--- src/rtl/sar_pkg.sv ---
// Shared types for the successive-approximation sequencer.
// Assumes nothing beyond the IEEE 1800-2017 enum semantics.
package sar_pkg;
    typedef enum logic [1:0] {
        ST_IDLE   = 2'd0,
        ST_SAMPLE = 2'd1,
        ST_TRIAL  = 2'd2
    } seq_state_t;
endpackage

--- src/rtl/sar_sample_timer.sv ---
// Sample-phase timer: counts cycles while run is high and flags the last one.
// Assumes SAMPLE_CYC >= 1; the counter restarts from zero whenever run drops.
module sar_sample_timer #(
    parameter int SAMPLE_CYC = 8
) (
    input  logic clk,
    input  logic rst_n,
    input  logic run,
    output logic done
);
    localparam int CW = (SAMPLE_CYC > 1) ? $clog2(SAMPLE_CYC) : 1;
    localparam logic [CW-1:0] LAST = CW'(SAMPLE_CYC - 1);

    logic [CW-1:0] cnt;

    // Advance while sampling, clear otherwise.
    always_ff @(posedge clk) begin
        if (!rst_n || !run) begin
            cnt <= '0;
        end else if (cnt != LAST) begin
            cnt <= cnt + 1'b1;
        end
    end

    assign done = run && (cnt == LAST);
endmodule

--- src/rtl/sar_approx_reg.sv ---
// Approximation register: holds the trial code and the index of the bit under test.
// Assumes clr, load and step are mutually exclusive in use; clr wins, then load.
module sar_approx_reg #(
    parameter int NBITS = 8
) (
    input  logic             clk,
    input  logic             rst_n,
    input  logic             clr,
    input  logic             load,
    input  logic             step,
    input  logic             cmp_hi,
    output logic [NBITS-1:0] code,
    output logic [NBITS-1:0] resolved,
    output logic             last
);
    localparam int IW = (NBITS > 1) ? $clog2(NBITS) : 1;
    localparam logic [IW-1:0] TOP = IW'(NBITS - 1);

    logic [IW-1:0]    idx;
    logic [NBITS-1:0] cur_bit;
    logic [NBITS-1:0] next_bit;

    // One-hot decode of the bit under test.
    for (genvar i = 0; i < NBITS; i++) begin : g_dec
        assign cur_bit[i] = (idx == IW'(i));
    end

    assign next_bit = cur_bit >> 1;

    // Replace the bit under test with the comparator decision.
    always_comb begin
        resolved = cmp_hi ? (code | cur_bit) : (code & ~cur_bit);
    end

    assign last = (idx == '0);

    // Update the code and the bit index one trial at a time.
    always_ff @(posedge clk) begin
        if (!rst_n || clr) begin
            code <= '0;
            idx  <= TOP;
        end else if (load) begin
            code <= {1'b1, {(NBITS-1){1'b0}}};
            idx  <= TOP;
        end else if (step) begin
            code <= resolved | next_bit;
            idx  <= idx - 1'b1;
        end
    end
endmodule

--- src/rtl/sar_result_reg.sv ---
// Result register: latches the final code, its validity flag and the end pulse.
// Assumes arm and done do not coincide; done consumes the pending first-result mark.
module sar_result_reg #(
    parameter int NBITS = 8
) (
    input  logic             clk,
    input  logic             rst_n,
    input  logic             arm,
    input  logic             done,
    input  logic [NBITS-1:0] final_code,
    output logic [NBITS-1:0] result,
    output logic             result_invalid,
    output logic             eoc_irq
);
    logic first_pending;

    // Mark the next result as the first one after enable.
    always_ff @(posedge clk) begin
        if (!rst_n) begin
            first_pending <= 1'b0;
        end else if (arm) begin
            first_pending <= 1'b1;
        end else if (done) begin
            first_pending <= 1'b0;
        end
    end

    // Latch the result and raise the end pulse on completion.
    always_ff @(posedge clk) begin
        if (!rst_n) begin
            result         <= '0;
            result_invalid <= 1'b0;
            eoc_irq        <= 1'b0;
        end else begin
            eoc_irq <= done;
            if (done) begin
                result         <= final_code;
                result_invalid <= first_pending;
            end
        end
    end
endmodule

--- src/rtl/sar_conv_seq.sv ---
// Sequencer top: idle -> sample -> bit trials -> result, restarting while enabled.
// Assumes cmp_hi reflects trial_code within the same cycle; enable low aborts at once.
module sar_conv_seq
    import sar_pkg::*;
#(
    parameter int NBITS      = 8,
    parameter int CH_W       = 3,
    parameter int SAMPLE_CYC = 8
) (
    input  logic             clk,
    input  logic             rst_n,
    input  logic             enable,
    input  logic [CH_W-1:0]  chan_sel,
    input  logic             cmp_hi,
    output logic             sample_ctl,
    output logic             hold,
    output logic [CH_W-1:0]  chan_out,
    output logic [NBITS-1:0] trial_code,
    output logic [NBITS-1:0] result,
    output logic             result_invalid,
    output logic             eoc_irq
);
    seq_state_t       state;
    seq_state_t       state_nx;
    logic             smp_done;
    logic             bit_last;
    logic             load_msb;
    logic             do_step;
    logic             clr_code;
    logic             finish;
    logic             start_first;
    logic             capture_ch;
    logic [NBITS-1:0] resolved;
    logic [CH_W-1:0]  chan_q;

    assign start_first = (state == ST_IDLE) && enable;
    assign load_msb    = (state == ST_SAMPLE) && enable && smp_done;
    assign do_step     = (state == ST_TRIAL) && enable && !bit_last;
    assign finish      = (state == ST_TRIAL) && enable && bit_last;
    assign clr_code    = !load_msb && !do_step;
    assign capture_ch  = start_first || finish;

    // Next-state selection; enable low always returns to idle.
    always_comb begin
        state_nx = state;
        if (!enable) begin
            state_nx = ST_IDLE;
        end else begin
            case (state)
                ST_IDLE:   state_nx = ST_SAMPLE;
                ST_SAMPLE: if (smp_done) state_nx = ST_TRIAL;
                ST_TRIAL:  if (bit_last) state_nx = ST_SAMPLE;
                default:   state_nx = ST_IDLE;
            endcase
        end
    end

    // State register.
    always_ff @(posedge clk) begin
        if (!rst_n) begin
            state <= ST_IDLE;
        end else begin
            state <= state_nx;
        end
    end

    // Capture the channel at the start of each sample phase.
    always_ff @(posedge clk) begin
        if (!rst_n) begin
            chan_q <= '0;
        end else if (capture_ch) begin
            chan_q <= chan_sel;
        end
    end

    sar_sample_timer #(.SAMPLE_CYC(SAMPLE_CYC)) u_timer (
        .clk   (clk),
        .rst_n (rst_n),
        .run   ((state == ST_SAMPLE) && enable),
        .done  (smp_done)
    );

    sar_approx_reg #(.NBITS(NBITS)) u_sar (
        .clk      (clk),
        .rst_n    (rst_n),
        .clr      (clr_code),
        .load     (load_msb),
        .step     (do_step),
        .cmp_hi   (cmp_hi),
        .code     (trial_code),
        .resolved (resolved),
        .last     (bit_last)
    );

    sar_result_reg #(.NBITS(NBITS)) u_res (
        .clk            (clk),
        .rst_n          (rst_n),
        .arm            (start_first),
        .done           (finish),
        .final_code     (resolved),
        .result         (result),
        .result_invalid (result_invalid),
        .eoc_irq        (eoc_irq)
    );

    assign sample_ctl = (state == ST_SAMPLE);
    assign hold       = (state == ST_TRIAL);
    assign chan_out   = chan_q;
endmodule

--- config.mk ---
export PLATFORM = sky130hd
export DESIGN_NAME = sar_conv_seq
export DESIGN_NICKNAME = d
export VERILOG_FILES = /design/src/rtl/sar_pkg.sv /design/src/rtl/sar_sample_timer.sv /design/src/rtl/sar_approx_reg.sv /design/src/rtl/sar_result_reg.sv /design/src/rtl/sar_conv_seq.sv
export SDC_FILE = /design/constraint.sdc
export NUM_CORES = 1
export LEC_CHECK = 0
export ABC_CLOCK_PERIOD_IN_PS = 2300
export BUFFER_PORTS_ARGS = -buffer_cell sky130_fd_sc_hd__buf_2
export CORE_UTILIZATION = 53
export CTS_CLUSTER_DIAMETER = 80
export CTS_CLUSTER_SIZE = 30
export DETAILED_ROUTE_END_ITERATION = 8
export HOLD_SLACK_MARGIN = 0.12
export PLACE_DENSITY_LB_ADDON = 0.05
export SLEW_MARGIN = 20
export SYNTH_ARGS = -nofsm -noshare
export SYNTH_HDL_FRONTEND = slang
export SYNTH_HIERARCHICAL = 1
export SYNTH_SLANG_ARGS = --single-unit
--- constraint.sdc ---
create_clock -name clk -period 2.3 [get_ports clk]
set_input_delay 0.115 -clock clk [delete_from_list [all_inputs] [get_ports clk]]
set_output_delay 0.115 -clock clk [all_outputs]
set_load 0.03 [all_outputs]
==> flow_summary.toml, run 1 <==
[critical_path]
crit_fanout = 4
cp.required_ns = 2.56
cp_slowest_cell = "or3b_1"
crit_type = "flop to flop"
crit_chain = "ha_1, ha_1, and2_2, and4b_4, nor2_4, or3b_1, nor2_1, o31a_1"
crit_arrival_ns = 2.32
end_kind = "flop"
crit_path_frequent_cell = "ha_1"
r2r_start = "u_timer/cnt[0]"
start_kind = "flop"
startpoint = "u_timer/cnt[0]"
max_stage_delay_ns = 0.42

[placed_design]
place_area_mm2 = 0.00165
dp_hpwl_mm = 2.07
io_buffers = 29
gp_congestion = 0.832

[synthesis]
synth.largest_area_cell = "dfxtp_1"
synth_nets = 163
muxShareOfSynthArea_pct = 17.4
synthAdderAreaFrac_pct = 5.93
yosys_warnings = 6
ys_ff_latch = 30
synth_common_cells = "dfxtp_1 (30), nand2_1 (21), mux2i_1 (14)"
synth_top_area_share_pct = 40.6
ys.flop_type = "dfxtp_1"
synth_simple_gate_area_share_pct = 22.2
synth_cells = 149
syn-cell-area_mm2 = 0.00148
yosysMostFrequentCell = "dfxtp_1"
avgSynthCellArea_um2 = 9.92
synth-edff-count = 0
synth_seq_area_share_pct = 40.6
synth_compound_area_share_pct = 8.21
synth_xor_area_share_pct = 1.78
synth_top_family_by_area = "simple AND/OR/NAND/NOR gates"
ys_types = 33
yosys-top-cells-area = "dfxtp_1 (41%), mux2i_1 (9.5%), mux2_4 (7.1%)"
synth_async_sr_flop_share_pct = 0

[routing]
detail_route.wl_per_cell_um = 13.1
via_per_inst = 5.14
drtIter0Drc = 14
num_vias = 1105
first_pass_iters = 4
drc = 0
routed_wl_mm = 2.81
ant_nets = 0

[sta]
setup_violations = 0
rsz0062_at_grt = "false"
min_period_ns = 2.06
worst_slew_pin_slew_ns = 0.348
final-max-slew-violation-count = 0
fin_skew_ns = 0.00958
timing_hold_violations_final = 0
fin_setup_tns_ns = 0
fmax_ghz = 0.486
maxSlewHeadroom_pct = 76.8
post-route-period-util_pct = 89.5

[clock_tree]
clock_path_buffers = 2
cts_hold_buf = 4
cts_resized = 0
numCtsBuffers = 5
clock_latency_ns = 0.33
cts_tree = "done"
root_buffer = "clkbuf_4"
htreeDepth = 2
post-cts-setup-buffers = 0
clock-sinks = 30
clk_pin_slew_ns = 0.08

[finish]
n_antenna_cell = 0
syn2layout_area_growth_pct = 17.7
stdcell_area_mm2 = 0.00174
fillCellCount = 223
layout.nets = 200
drive_above_1_share_pct = 30.3

[pwr]
leakage_nw = 0.776
vdd_ir_drop_max_mv = 0.430
power_density_mw_per_mm2 = 506

[global_route]
grt_pass1_wl_mm = 4.40
first_global_vias = 1044
grt.overflow.total = 0
globalRouteTotalUtil_pct = 21.6
grt_max_degree = 23
grt_antenna_before_repair = 0

[floorplanning]
row_count = 18
die_y_um = 54.8
num_io_pins = 30
die_area_mm2 = 0.00300
dieWidth_um = 54.8
coreArea_mm2 = 0.00254
initial_core_util_pct = 58.1

[flow_run]
drv_cap = 0

[min_path]
min_path_type = "input port to flop"
hold_path_startpoint = "rst_n"

[outcome]
status = "completed"
[area by class of cell]
class / instances / area [µm²] / share of cell area [%]
clock buffers: 6 / 51.3 / 2.95
repair buffers: 36 / 208 / 11.9
inverters: 6 / 22.5 / 1.29
multi-input cells: 107 / 820 / 47.1
well taps: 30 / 37.5 / 2.16
flip-flops and latches: 30 / 601 / 34.5
[power breakdown]
group          internal [W]   total, W  switching, W
logic             0.0000232  0.0000528     0.0000295
registers          0.000525   0.000529    0.00000397
clock network      0.000137   0.000298      0.000161
[flip-flops by register name, indices dropped and copies added, names as in the netlist]
register and flops:
u_res/result_invalid 1, u_sar/code 8, u_res/first_pending 1, chan_out 3, state 2, u_res/result 8, u_sar/idx 3, u_timer/cnt 3
u_res/eoc_irq 1
[final timing paths]
| path | to | slack [ns] | depth (start not counted) |
|---|---|---|---|
| worst min-delay path | state[0] | 0.20 | 3 |
| worst min register to register | chan_out[2] | 0.46 | 2 |
| worst max-delay path | u_sar/code[0] | 0.24 | 8 |
| worst max register to register | u_sar/code[0] | 0.24 | 8 |
[worst max-delay path, delay by kind of cell (launching register included)]
family	cells	cell delay, ns
AO/OA/AOI/OAI	1	0.13
AND/OR/NAND/NOR	5	1.08
flip-flops	1	0.36
adder cells (fa/ha/maj)	2	0.44
[cell usage in the layout, fill, tap and decap left out, types with 2 or more instances in the layout]
master,n
mux2_4,7
xor2_1,2
buf_2,29
o221a_1,4
and2_2,3
inv_1,6
nand2_1,21
buf_4,3
nor2_1,13
a21oi_1,3
mux2i_1,14
dlygate4sd3_1,4
o21ai_0,2
ha_1,7
nor2b_1,13
o31a_1,3
clkbuf_4,5
dfxtp_1,30
[through the flow]
| step | total power (W) | std cells | worst slack [ns] | hold WS (ns) | util [%] |
|---|---|---|---|---|---|
| after floorplan | 0.000571 | 149 | 0.0710 | 0.234 | - |
| after global placement | 0.000586 | 205 | 0.355 | 0.364 | 64.7 |
| after detailed placement | 0.000589 | 205 | 0.269 | 0.379 | 64.7 |
| after CTS | 0.000893 | 215 | 0.247 | 0.188 | 68.3 |
| after global routing | 0.000916 | 215 | 0.125 | 0.206 | 68.3 |
| final | 0.000880 | 215 | 0.241 | 0.198 | 68.3 |
[kinds of logic after synthesis]
kind of cell	after synthesis
AOI/OAI and AO/OA	15
adders and majority gates	7
and+or+nand+nor	60
DFF	30
muxes	22
buffers and inverters	12
xor gates and xnor gates	3
[metal layers]
layer	global-route usage (%)	vias to the layer above	part of all wire, %
li1	-	566	-
met1	24.7	511	48
met2	35.5	20	47
met3	6.67	8	3.4
met4	11.5	0	2.0
met5	0	-	0
Note: power is estimated with default switching activity, not from simulation.
==> inputs of run 2 (changes only) <==
Settings changed: CELL_PAD_IN_SITES_DETAIL_PLACEMENT set to 0, CELL_PAD_IN_SITES_GLOBAL_PLACEMENT set to 2, CORE_UTILIZATION 53 to 33.
==> flow_summary.toml, run 2 (same netlist as run 1, synthesis figures left out) <==
[outcome]
status = "completed"

[floorplanning]
dieWidth_um = 68.9
die_area_mm2 = 0.00475
num_io_pins = 30
die_y_um = 68.9
initial_core_util_pct = 35.7
coreArea_mm2 = 0.00414
row_count = 23

[clock_tree]
numCtsBuffers = 5
post-cts-setup-buffers = 0
cts_resized = 0
cts_hold_buf = 4
cts_tree = "done"
root_buffer = "clkbuf_8"
clock_latency_ns = 0.27
htreeDepth = 2
clock-sinks = 30
clk_pin_slew_ns = 0.06
clock_path_buffers = 2

[sta]
worst_slew_pin_slew_ns = 0.357
maxSlewHeadroom_pct = 76.2
min_period_ns = 2.03
fmax_ghz = 0.492
fin_skew_ns = 0.00341
post-route-period-util_pct = 88.4
timing_hold_violations_final = 0
fin_setup_tns_ns = 0
hold_ws_ns = 0.249
final-max-slew-violation-count = 0
rsz0062_at_grt = "false"
setup_violations = 0

[placed_design]
place_inst = 225
dp_hpwl_mm = 2.26
gp_congestion = 0.729
io_buffers = 29

[finish]
instances_no_fill = 235
fillCellCount = 447
syn2layout_area_growth_pct = 21.5
drive_above_1_share_pct = 30.3
biggestRegsByFlops = "u_res/result (8), u_sar/code (8)"
layout.nets = 200
final_cell_mix = "dfxtp_1 (30), buf_2 (29), nand2_1 (21)"
fin_util_pct = 43.3
n_antenna_cell = 0
final_common_cell = "dfxtp_1"

[routing]
routed_wl_mm = 3.04
via_per_inst = 4.80
detail_route.wl_per_cell_um = 12.9
drc = 0
drtIter0Drc = 40
num_vias = 1129
first_pass_iters = 4
ant_nets = 0

[global_route]
globalRouteTotalUtil_pct = 15.4
grt_antenna_before_repair = 0
grt_max_degree = 23
grt.overflow.total = 0
first_global_vias = 1102
grt_pass1_wl_mm = 5.25

[pwr]
leakage_nw = 0.789
total_power_w = 0.000990
power_density_mw_per_mm2 = 551
vdd_ir_drop_max_mv = 0.227

[critical_path]
crit_type = "flop to flop"
cp.required_ns = 2.52
crit_arrival_ns = 2.25
start_kind = "flop"
end_kind = "flop"
crit_fanout = 4

[flow_run]
drv_cap = 0

[min_path]
min_path_type = "input port to flop"
-- run 2: cell types whose count changed in the layout (fill, tap and decap cells not counted) --
cell / delta
clkbuf_4: -5
clkbuf_8: +5
-- run 2: cell type report --
class                           count  area (µm²)  area share, %
Multi-Input combinational cell    107         820           45.6
Timing Repair Buffer               36         208           11.6
Sequential cell                    30         601           33.4
Tap cell                           50        62.6           3.48
Inverter                            6        22.5           1.25
Clock buffer                        6        82.6           4.60
-- run 2: report_power, final --
group	internal, W	switching, W
clock network	0.000230	0.000178
registers	0.000526	0.00000363
logic	0.0000232	0.0000291
total	0.000779	0.000210
-- run 2: routing by layer --
layer	part of all wire (%)	vias up	track usage, %
met5	0	-	0
met4	1.4	0	6.12
met3	5.1	5	5.59
met2	45	25	24.6
met1	48	529	18.6
li1	-	570	-
-- run 2: worst max-delay path, cell delays in order (launching register included) --
cell	delay, ns
dfxtp_1	0.36
ha_1	0.16
ha_1	0.25
and2_2	0.20
and4b_4	0.28
nor2_4	0.05
or3b_1	0.41
nor2_1	0.13
o31a_1	0.14
-- run 2: metrics by stage --
stage	setup slack (ns)	instance area, µm²
after floorplan	0.0710	1480
after global placement	0.335	1670
after detailed placement	0.274	1670
after CTS	0.266	1800
after global routing	0.0987	1800
final	0.266	1800
-- run 2: final timing paths --
kind / startpoint / endpoint / slack [ns] / cells after the start
hold / removal: rst_n / state[0] / 0.25 / 3
setup reg to reg: u_timer/cnt[0] / u_sar/code[2] / 0.27 / 8
setup / recovery: u_timer/cnt[0] / u_sar/code[2] / 0.27 / 8
hold reg to reg: chan_out[1] / chan_out[1] / 0.46 / 2
